===== src/rtl/pal_ext_pkg.sv =====
// Shared constants, the select-group encoding and the fallback colour map.
// Assumes an 8-bit colour word laid out as green 7:5, red 4:2, blue 1:0.
package pal_ext_pkg;

    localparam int COL_W = 8;

    // Group field held in the top two select bits
    typedef enum logic [1:0] {
        GRP_PALETTE = 2'b00,
        GRP_MODE    = 2'b01,
        GRP_SPARE_A = 2'b10,
        GRP_SPARE_B = 2'b11
    } sel_group_e;

    // Fixed 8-colour map used while the extension is off
    function automatic logic [COL_W-1:0] base_colour(input logic [2:0] grb);
        return {{3{grb[2]}}, {3{grb[1]}}, {2{grb[0]}}};
    endfunction

endpackage


===== src/rtl/pal_bus_decode.sv =====
// Turns raw I/O bus strobes into per-port enables.
// Assumes a full 16-bit address compare, one strobe per access.
module pal_bus_decode #(
    parameter int              ADDR_W   = 16,
    parameter logic [ADDR_W-1:0] SEL_PORT = 16'hBF3B,
    parameter logic [ADDR_W-1:0] DAT_PORT = 16'hFF3B
) (
    input  logic [ADDR_W-1:0] io_addr,
    input  logic              io_wr,
    input  logic              io_rd,
    output logic              sel_we,
    output logic              dat_we,
    output logic              dat_re
);

    // Match the address against the two port numbers
    always_comb begin
        sel_we = io_wr && (io_addr == SEL_PORT);
        dat_we = io_wr && (io_addr == DAT_PORT);
        dat_re = io_rd && (io_addr == DAT_PORT);
    end

endmodule


===== src/rtl/pal_select_mode.sv =====
// Holds the select register and the extension-enable flag, and routes
// data-port writes to the palette store.
// Assumes IDX_W <= DATA_W - 2 so the index field sits below the group field.
module pal_select_mode
    import pal_ext_pkg::*;
#(
    parameter int DATA_W = 8,
    parameter int IDX_W  = 6
) (
    input  logic              clk,
    input  logic              rst_n,
    input  logic              sel_we,
    input  logic              dat_we,
    input  logic [DATA_W-1:0] wdata,
    output logic [DATA_W-1:0] sel_q,
    output logic              mode_en,
    output sel_group_e        grp,
    output logic [IDX_W-1:0]  entry_idx,
    output logic              entry_we
);

    localparam int GRP_LSB = DATA_W - 2;

    // Select register: loaded by every select-port write
    always_ff @(posedge clk) begin
        if (!rst_n)
            sel_q <= '0;
        else if (sel_we)
            sel_q <= wdata;
    end

    // Split the select value into group and entry index
    always_comb begin
        grp       = sel_group_e'(sel_q[DATA_W-1:GRP_LSB]);
        entry_idx = sel_q[IDX_W-1:0];
        entry_we  = dat_we && (grp == GRP_PALETTE);
    end

    // Enable flag: bit 0 of a data write while the mode group is selected
    always_ff @(posedge clk) begin
        if (!rst_n)
            mode_en <= 1'b0;
        else if (dat_we && (grp == GRP_MODE))
            mode_en <= wdata[0];
    end

endmodule


===== src/rtl/pal_store.sv =====
// Palette storage: one write port, two combinational read ports (bus and
// pixel), so a write is seen by lookups from the next cycle on.
// Assumes ENTRIES = 2**IDX_W.
module pal_store #(
    parameter int IDX_W = 6,
    parameter int COL_W = 8
) (
    input  logic             clk,
    input  logic             rst_n,
    input  logic             we,
    input  logic [IDX_W-1:0] waddr,
    input  logic [COL_W-1:0] wdata,
    input  logic [IDX_W-1:0] bus_addr,
    output logic [COL_W-1:0] bus_data,
    input  logic [IDX_W-1:0] pix_addr,
    output logic [COL_W-1:0] pix_data
);

    localparam int ENTRIES = 1 << IDX_W;

    logic [COL_W-1:0] entry_q [ENTRIES];

    for (genvar e = 0; e < ENTRIES; e++) begin : g_entry
        // One colour register, cleared by reset, loaded when addressed
        always_ff @(posedge clk) begin
            if (!rst_n)
                entry_q[e] <= '0;
            else if (we && (waddr == IDX_W'(e)))
                entry_q[e] <= wdata;
        end
    end

    // Two independent read ports
    always_comb begin
        bus_data = entry_q[bus_addr];
        pix_data = entry_q[pix_addr];
    end

endmodule


===== src/rtl/pal_ext_regs.sv =====
// Top of the palette extension: bus decode, select/mode control, entry
// storage, and the colour lookup with its fallback map.
// Assumes single-cycle bus strobes and a combinational pixel lookup.
module pal_ext_regs
    import pal_ext_pkg::*;
#(
    parameter int              ADDR_W   = 16,
    parameter int              IDX_W    = 6,
    parameter logic [ADDR_W-1:0] SEL_PORT = 16'hBF3B,
    parameter logic [ADDR_W-1:0] DAT_PORT = 16'hFF3B
) (
    input  logic              clk,
    input  logic              rst_n,
    input  logic [ADDR_W-1:0] io_addr,
    input  logic              io_wr,
    input  logic              io_rd,
    input  logic [COL_W-1:0]  io_wdata,
    output logic [COL_W-1:0]  io_rdata,
    input  logic [IDX_W-1:0]  pix_index,
    output logic [COL_W-1:0]  pix_colour
);

    logic             sel_we, dat_we, dat_re;
    logic [COL_W-1:0] sel_q;
    logic             mode_en;
    sel_group_e       grp;
    logic [IDX_W-1:0] entry_idx;
    logic             entry_we;
    logic [COL_W-1:0] bus_entry, pix_entry;

    pal_bus_decode #(
        .ADDR_W  (ADDR_W),
        .SEL_PORT(SEL_PORT),
        .DAT_PORT(DAT_PORT)
    ) u_decode (
        .io_addr(io_addr),
        .io_wr  (io_wr),
        .io_rd  (io_rd),
        .sel_we (sel_we),
        .dat_we (dat_we),
        .dat_re (dat_re)
    );

    pal_select_mode #(
        .DATA_W(COL_W),
        .IDX_W (IDX_W)
    ) u_ctl (
        .clk      (clk),
        .rst_n    (rst_n),
        .sel_we   (sel_we),
        .dat_we   (dat_we),
        .wdata    (io_wdata),
        .sel_q    (sel_q),
        .mode_en  (mode_en),
        .grp      (grp),
        .entry_idx(entry_idx),
        .entry_we (entry_we)
    );

    pal_store #(
        .IDX_W(IDX_W),
        .COL_W(COL_W)
    ) u_store (
        .clk     (clk),
        .rst_n   (rst_n),
        .we      (entry_we),
        .waddr   (entry_idx),
        .wdata   (io_wdata),
        .bus_addr(entry_idx),
        .bus_data(bus_entry),
        .pix_addr(pix_index),
        .pix_data(pix_entry)
    );

    // Pixel path: stored entry when enabled, fixed map otherwise
    always_comb begin
        pix_colour = mode_en ? pix_entry : base_colour(pix_index[2:0]);
    end

    // Read path: only data-port reads return anything
    always_comb begin
        io_rdata = '0;
        if (dat_re) begin
            case (grp)
                GRP_PALETTE: io_rdata = bus_entry;
                GRP_MODE:    io_rdata = {{(COL_W-1){1'b0}}, mode_en};
                default:     io_rdata = '0;
            endcase
        end
    end

endmodule


===== config.mk =====
export PLATFORM = sky130hd
export DESIGN_NAME = pal_ext_regs
export DESIGN_NICKNAME = d
export VERILOG_FILES = /design/src/rtl/pal_ext_pkg.sv /design/src/rtl/pal_bus_decode.sv /design/src/rtl/pal_select_mode.sv /design/src/rtl/pal_store.sv /design/src/rtl/pal_ext_regs.sv
export SDC_FILE = /design/constraint.sdc
export NUM_CORES = 1
export LEC_CHECK = 0
export BUFFER_PORTS_ARGS = -buffer_cell sky130_fd_sc_hd__buf_2
export CELL_PAD_IN_SITES_DETAIL_PLACEMENT = 1
export CELL_PAD_IN_SITES_GLOBAL_PLACEMENT = 1
export CORE_MARGIN = 2
export CORE_UTILIZATION = 54
export DETAILED_ROUTE_END_ITERATION = 7
export PLACE_DENSITY_LB_ADDON = 0.1
export RECOVER_POWER = 100
export SLEW_MARGIN = 20
export SYNTH_ARGS = -nofsm -noshare
export SYNTH_HDL_FRONTEND = slang
export SYNTH_SLANG_ARGS = --single-unit
export TNS_END_PERCENT = 20

===== constraint.sdc =====
create_clock -name clk -period 3.99 [get_ports clk]
set_input_delay 0.798 -clock clk [delete_from_list [all_inputs] [get_ports clk]]
set_output_delay 0.798 -clock clk [all_outputs]
set_load 0.01 [all_outputs]

==> impl.org, run 1 <==
** Placed design
- At the end of routability-driven placement, the weighted congestion stood at 0.9357.
- Buffers on Ports :: 49
- HPWL Detailed :: 61710 um
- Area of placed instances :: 30080 um2

** Clock tree
- For this design, the CTS-stage hold fixing added 0 buffers.
- The tree is rooted in a clkbuf_16.
- Number of CTS-inserted buffers :: 57
- CTS built an H-tree with a depth of 2.
- Clock tree buffer depth :: 3
- The later pin in the worst-skew pair is clocked with a latency of 0.64 ns.
- After clock tree synthesis, the clock-pin slew on the worst setup and hold paths is 0.06 ns.
- Clock tree from TritonCTS :: yes
- Clock sink count :: 527

** Floorplanning
- Initial Util :: 0.5447
- The floorplan has 84 rows.
- Number of I/O pins :: 50
- The die is 234 um tall.
- In this run the standard cell core region covers 52450 um2.
- The die covers 54760 um2.
- Measured along the x axis, the die boundary spans 234 um.

** Route
- Detailed-route vias per instance :: 7.465
- The first TritonRoute pass finished after 6 iterations.
- In this run, the number of DRC markers left after iteration 0 of detailed routing was 2791.
- DR WL/cell :: 37.30 um
- Detailed Route WL :: 98320 um
- Antenna-violating nets left :: 0
- Number of design rule violations left after detail routing :: 0
- Detailed routing inserted a total of 19680 vias.

** Yosys
- Synthesized-area fraction occupied by ao, oa, aoi and oai cells :: 0.02733
- Sequential fraction of the synthesis area :: 0.5487
- After synthesis, the largest family of logic cells by area is multiplexers.
- The most used flip-flop cell after synthesis is edfxtp_1.
- Post-Synth Simple-Gate Area :: 0.1364
- Number of distinct library cells after synthesis :: 48
- Of all flip-flops after synthesis, the portion carrying an async set or reset was 0.
- Synth Cell Area :: 28570 um2
- When the netlist entered floorplanning its net count stood at 1931.
- Counting flops and latches in the post-synthesis netlist gives 527.
- Of the total synthesized cell area, the portion taken by XOR and XNOR cells is 0.
- Yosys Warn Count :: 0
- Of the total synthesized cell area, the portion taken by full adders, half adders and majority gates is 0.
- Multiplexer area fraction after synthesis :: 0.2493
- Number of flops mapped to enable cells by yosys :: 512
- Gate count after technology mapping :: 1897
- Synthesized area divided by synthesized cell count :: 15.06 um2

** Power
- Maximum VDD drop :: 0.3660 mV
- Summed over all cells, the static leakage comes to 12.22 nW.
- Cell Pwr Density :: 390.8 nW/um2

** Job
- The tool flagged a number of max-cap violations equal to 2.

** Critical path
- STA puts the critical path data required time at 3.19 ns.
- Worst setup path category :: register to primary output
- The endpoint identified for the worst register-to-register timing path is u_store.entry_q[32][1].
- The worst setup path is captured at a primary output.
- In this run the worst path has a maximum fanout of 9.
- CP Capture Point :: io_rdata[6]
- The worst register-to-register path begins at u_ctl.sel_q[5].
- The worst setup path is launched from a register.
- Number of cell instances on the worst register-to-register path :: 4
- Slack of the worst reg-to-reg path :: 0.98 ns
- Data arrives at the worst endpoint at 3.18 ns.

** Global routing
- GRT overflow :: 0
- The first global-routing pass estimated 141600 um of wire.
- Number of antenna violations at the first check in global routing :: 4
- The via count of the first global-routing pass is 19580.
- Entering global routing, the biggest net connects 129 pins.
- GRT Resource Usage Total :: 0.3652

** Hold path
- The path class of the tightest hold or removal check is register to register.
- Worst hold path stage count :: 2

** Finish
- Highest-count cells in the layout ignoring fill and taps :: and3_1 (516), edfxtp_1 (512), mux4_2 (297)
- At the end of the flow, the number of nets in the layout was 1933.
- Post-route cell area :: 31740 um2
- At the end of the flow the core is filled with cells to 0.6053.
- After filler insertion, the fill cell instance count of the layout stands at 4711.
- Compared with the post-synthesis result, the final layout area differs by 11.12%.
- The library cell used most frequently in the layout, excluding fill and tap cells, is and3_1.
- Share of cells above drive strength 1 :: 0.2828

** STA
- At the pin with the least slew margin, the transition time is 2.255 ns.
- Final Slew Violations :: 258
- Final hold vios :: 0
- Peak Freq :: 251.2 MHz
- Unrepaired setup endpoints after global routing :: true
- Setup violations remaining at the end of the flow were counted as 0.
- The worst path needs 3.981 ns of the cycle, external delays included.
- Relative slew slack :: -0.5030
- Fin Clk Skew :: 0.03144 ns
- Final clock period utilization by the worst path :: 0.9978

** Run status
- Violated checks :: capacitance limit, slew limit
- Run status :: complete, but fails checks
-- timing repair --
item / 4_1_cts / 5_1_grt
buffers inserted: 4 / 5
resized for setup: 18 / 10
gates cloned: 1 / 0
endpoints found under the hold margin: 0 / 0
setup endpoints to repair: 7 / 7
-- layout make-up --
cell class	count	area, um2	share of cell area
multi-input combinational	1110	12010	0.3783
clock inverter	28	127.6	0.004020
tap	688	860.8	0.02712
antenna	3	7.507	0.0002365
clock buffer	77	1554	0.04896
sequential	527	15690	0.4942
inverter	2	7.507	0.0002365
timing repair buffer	201	1489	0.04691
-- power by group --
| part | switching [mW] | internal [mW] |
|---|---|---|
| clock | 2.24 | 2.71 |
| combinational | 0.590 | 0.422 |
| sequential | 0.144 | 6.30 |
| total | 2.97 | 9.43 |
-- metrics by stage --
stage / setup slack (ns) / hold WS [ns] / TNS, ns / instances / power, mW
6_report: 0.008973 / 0.6381 / 0 / 2636 / 12.40
5_1_grt: -0.02667 / 0.6878 / -0.1480 / 2634 / 12.67
4_1_cts: 0.001974 / 0.6285 / 0 / 2627 / 12.43
3_5_place_dp: 0.06713 / 0.6164 / 0 / 2517 / 7.552
3_3_place_gp: 0.1626 / 0.5808 / 0 / 2517 / 7.503
2_1_floorplan: 0.5786 / 0.5132 / 0 / 1897 / 7.065
-- sequential cells by signal, indices dropped and copies added (netlist names), named ones only --
name	count
u_store.entry_q	512
u_ctl.sel_q	8
u_ctl.mode_en	1
-- routing by layer --
layer	vias up	wire, um	track usage
met5	-	14	0
met4	2	3535	0.1268
met3	216	11850	0.08572
met2	1408	45510	0.5515
met1	10300	37410	0.5252
li1	7749	-	-
-- critical path: stages (launching register included) --
cell,delay [ns]
dfxtp_4,0.38
buf_12,0.12
buf_4,0.23
mux4_2,0.57
mux4_2,0.56
mux2i_2,0.31
o22ai_1,0.19
buf_2,0.19
-- worst min path at each step --
| stage | startpoint | to |
|---|---|---|
| finish | u_ctl.sel_q[7] | u_ctl.sel_q[7] |
| global route | u_ctl.sel_q[7] | u_ctl.sel_q[7] |
| CTS | u_ctl.sel_q[7] | u_ctl.sel_q[7] |
| detailed placement | u_ctl.sel_q[7] | u_ctl.sel_q[7] |
| global placement | u_ctl.sel_q[7] | u_ctl.sel_q[7] |
| floorplan | u_ctl.mode_en | u_ctl.mode_en |
-- cell usage after synthesis, types with 4 or more instances --
cell type    n  area [um2]
nor2_1      22       82.58
nand2b_1     7       43.79
buf_6        6       67.56
buf_1       15       56.30
a21oi_1      8       40.04
nand2_1     28       105.1
dfxtp_1     15       300.3
mux2i_1     42       420.4
a211o_1      4       35.03
and3_1     516        3228
buf_4        4       30.03
clkbuf_1   188       705.7
nor2b_1     17       106.4
nand3_1     19       95.09
nor3_1       5       25.02
buf_2       42       210.2
o22ai_1     14       87.58
mux4_2     297        6689
o21ai_0     73       365.4
o221ai_1    10       87.58
a22oi_1      5       37.54
edfxtp_1   512       15370
nand4_1      5       31.28
-- kinds of logic after synthesis --
group                  Yosys count
flip-flops                     527
multiplexers                   340
buffers and inverters          260
AND/OR/NAND/NOR                640
AO/OA/AOI/OAI                  130
Note: power is estimated with default switching activity, not from simulation.
==> inputs of run 2 (changes only) <==
- CORE_MARGIN: 2 -> unset
- CTS_BUF_LIST: unset -> sky130_fd_sc_hd__clkbuf_16
==> impl.org, run 2 (synthesized netlist as in run 1, its figures left out) <==
** STA
- Slew at the pin closest to its max-slew limit :: 2.285 ns
- The total count of hold-check failures in the final report is 0.
- The clock arrives with 0.01600 ns of skew.
- Peak Freq :: 248.5 MHz
- In this run the tightest slew margin relative to its limit is -0.5233.
- The worst path in the final design needs a cycle of 4.024 ns, including I/O delays and setup.
- Setup-violating endpoint count in the final report :: 3
- Setup repair after global routing could not meet its margin everywhere.
- Final Slew Violations :: 129
- Final clock period utilization by the worst path :: 1.008
- After layout, the worst setup slack is -0.03367 ns.

** Clock tree
- CTS built an H-tree with a depth of 2.
- Clock tree buffer depth :: 3
- The clock reaches the later pin of the worst-skew pair after 0.64 ns.
- Number of buffers inserted by hold repair at cts :: 0
- Clock sink count :: 527
- The tree is rooted in a clkbuf_16.
- Clock tree from TritonCTS :: yes
- Buffers inserted during clock tree synthesis total 57.
- Clock input transition at the sequential cells of the worst setup and hold paths :: 0.06 ns

** Global routing
- Via count of the first global-routing pass :: 20240
- GRT Resource Usage Total :: 0.3802
- The first global-routing pass estimated 144400 um of wire.
- Largest net degree at the start of global routing :: 129
- GRT overflow :: 0
- The initial antenna violation count was 9.

** Route
- Dividing the detail-routed via count by the number of cells gives 7.634.
- DR WL/cell :: 38.45 um
- Summed over all layers, the routed wires come to 101000 um.
- Antenna-violating nets left :: 0
- Number of design rule violations left after detail routing :: 0
- For this block, the via count after detailed routing is 20060.
- The pre-antenna-repair detailed-routing pass consisted of 5 iterations.
- 1st-iter DRT viols :: 2959

** Critical path
- Of all nets on the critical path, the largest fanout is 35.
- Delay of the slowest cell on the worst path :: 0.57 ns
- Setup slack on the worst reg-to-reg path comes out at 0.97 ns.
- On the critical path the largest part of the delay comes from multiplexers.
- The worst setup path is launched from a register.
- Crit path cell chain :: buf_12 -> mux4_2 -> mux2_2 -> or3_1 -> o311ai_0 -> a31oi_2 -> buf_2
- Crit path buffers/inverters :: 2
- Crit path required time :: 3.19 ns
- Counting cells, the worst reg-to-reg path comes to 4.
- Endpoint of the lowest-slack register-to-register path :: u_store.entry_q[37][1]
- The critical path runs through a total of 7 cells.
- Worst setup path category :: register to primary output
- Data arrives at the worst endpoint at 3.23 ns.
- In this run the worst setup path terminates at io_rdata[0].
- Cell with the largest stage delay on the worst path :: mux4_2
- Launching point of the worst reg2reg path :: u_ctl.sel_q[5]
- Kind of end point of the critical path :: primary output

** Finish
- The register with the most flip-flops in the layout has 512 of them.
- Commonest non-fill, non-tap cell in the layout :: and3_1
- Counting flops per register, the top entry is u_store.entry_q.
- Share of cells above drive strength 1 :: 0.2751
- The filler cells instantiated in the layout total 4643.
- Leaving out fill and tap cells, the most frequent cells in the layout are and3_1 (516), edfxtp_1 (512), mux4_2 (297).
- Post-layout nets :: 1933
- The area growth from synthesis to layout is 10.54%.
- The finished cells cover 31580 um2.
- The largest registers in the layout are u_store.entry_q: 512 flops, u_ctl.sel_q: 8 flops, u_ctl.mode_en: 1 flops.

** Power
- Cell Pwr Density :: 390.8 nW/um2
- Leak :: 12.24 nW
- Maximum VDD drop :: 0.3228 mV
- Total power :: 12.34 mW

** Placed design
- Worst setup timing slack at the placement stage :: -0.05247 ns
- Area of placed instances :: 30080 um2
- Final weighted congestion in routability-driven placement :: 0.9100
- Port buffering added 49 buffers.
- The HPWL after detailed placement is 64050 um.

** Run status
- Run status :: complete, but fails checks
- Violated checks :: capacitance limit, slew limit, setup timing

** Floorplanning
- The floorplan has 83 rows.
- The core region is 51820 um2.
- Die area :: 53820 um2
- The initial utilization of the core area, before any placement, comes to 0.5512.
- Horizontal extent of the die :: 232 um
- Height of the die :: 232 um
- Number of I/O pins :: 50

** Job
- The tool flagged a number of max-cap violations equal to 1.

** Hold path
- Hold crit path type :: input pin to register
[run 2: cell types whose count changed in the layout (fill, tap and decap cells not counted), sizes merged, moves of 5 or more]
cell    previous run  this run
clkinv            27        21
clkbuf           151       137
inv                3        27
buf              126       121
[run 2: power breakdown]
group | switching, mW | internal, mW | total (mW) | leakage, nW
Sequential | 0.153 | 6.30 | 6.45 | 5.13
Combinational | 0.593 | 0.416 | 1.01 | 6.21
Clock | 2.24 | 2.64 | 4.88 | 0.897
[run 2: through the flow]
| step | setup TNS [ns] | utilization | hold WS (ns) | instances |
|---|---|---|---|---|
| after CTS | -0.2197 | 0.6142 | 0.5114 | 2612 |
| after floorplan | 0 | - | 0.5132 | 1897 |
| after global routing | -0.1187 | 0.6094 | 0.5342 | 2628 |
| final | -0.07116 | 0.6094 | 0.5399 | 2628 |
| after detailed placement | -0.05247 | 0.5805 | 0.6220 | 2507 |
| after global placement | -0.01793 | 0.5805 | 0.6018 | 2507 |
[run 2: routing by layer]
layer / wire (um) / share of wire / up-vias / global-route usage
li1: - / - / 7754 / -
met1: 37660 / 0.37 / 10500 / 0.5452
met2: 46490 / 0.46 / 1549 / 0.5697
met3: 12470 / 0.12 / 258 / 0.08067
met4: 4324 / 0.043 / 6 / 0.1565
met5: 93 / 0.00092 / - / 0
[run 2: what timing repair did]
| action | in CTS | in global routing |
|---|---|---|
| endpoints found under the setup margin | 8 | 9 |
| pin swaps | 0 | 0 |
| resized for setup | 17 | 7 |
| buffers inserted | 0 | 13 |
[run 2: layout make-up]
| type | instances | area, um2 | share of cell area |
|---|---|---|---|
| tap | 680 | 850.8 | 0.02694 |
| inverter | 2 | 7.507 | 0.0002377 |
| antenna | 3 | 7.507 | 0.0002377 |
| sequential | 527 | 15690 | 0.4967 |
| multi-input combinational | 1110 | 11980 | 0.3793 |
| clock inverter | 48 | 234.0 | 0.007409 |
| timing repair buffer | 201 | 1388 | 0.04394 |
| clock buffer | 57 | 1426 | 0.04517 |
[run 2: how the worst min path moves through the flow]
stage,start,to,slack [ns],cells past startpoint
after floorplan,u_ctl.mode_en,u_ctl.mode_en,0.51,2
after global placement,u_ctl.sel_q[7],u_ctl.sel_q[7],0.60,2
after detailed placement,u_ctl.sel_q[7],u_ctl.sel_q[7],0.62,2
after CTS,rst_n,u_ctl.sel_q[7],0.51,2
after global routing,rst_n,u_ctl.sel_q[7],0.53,2
final,rst_n,u_ctl.sel_q[7],0.54,2
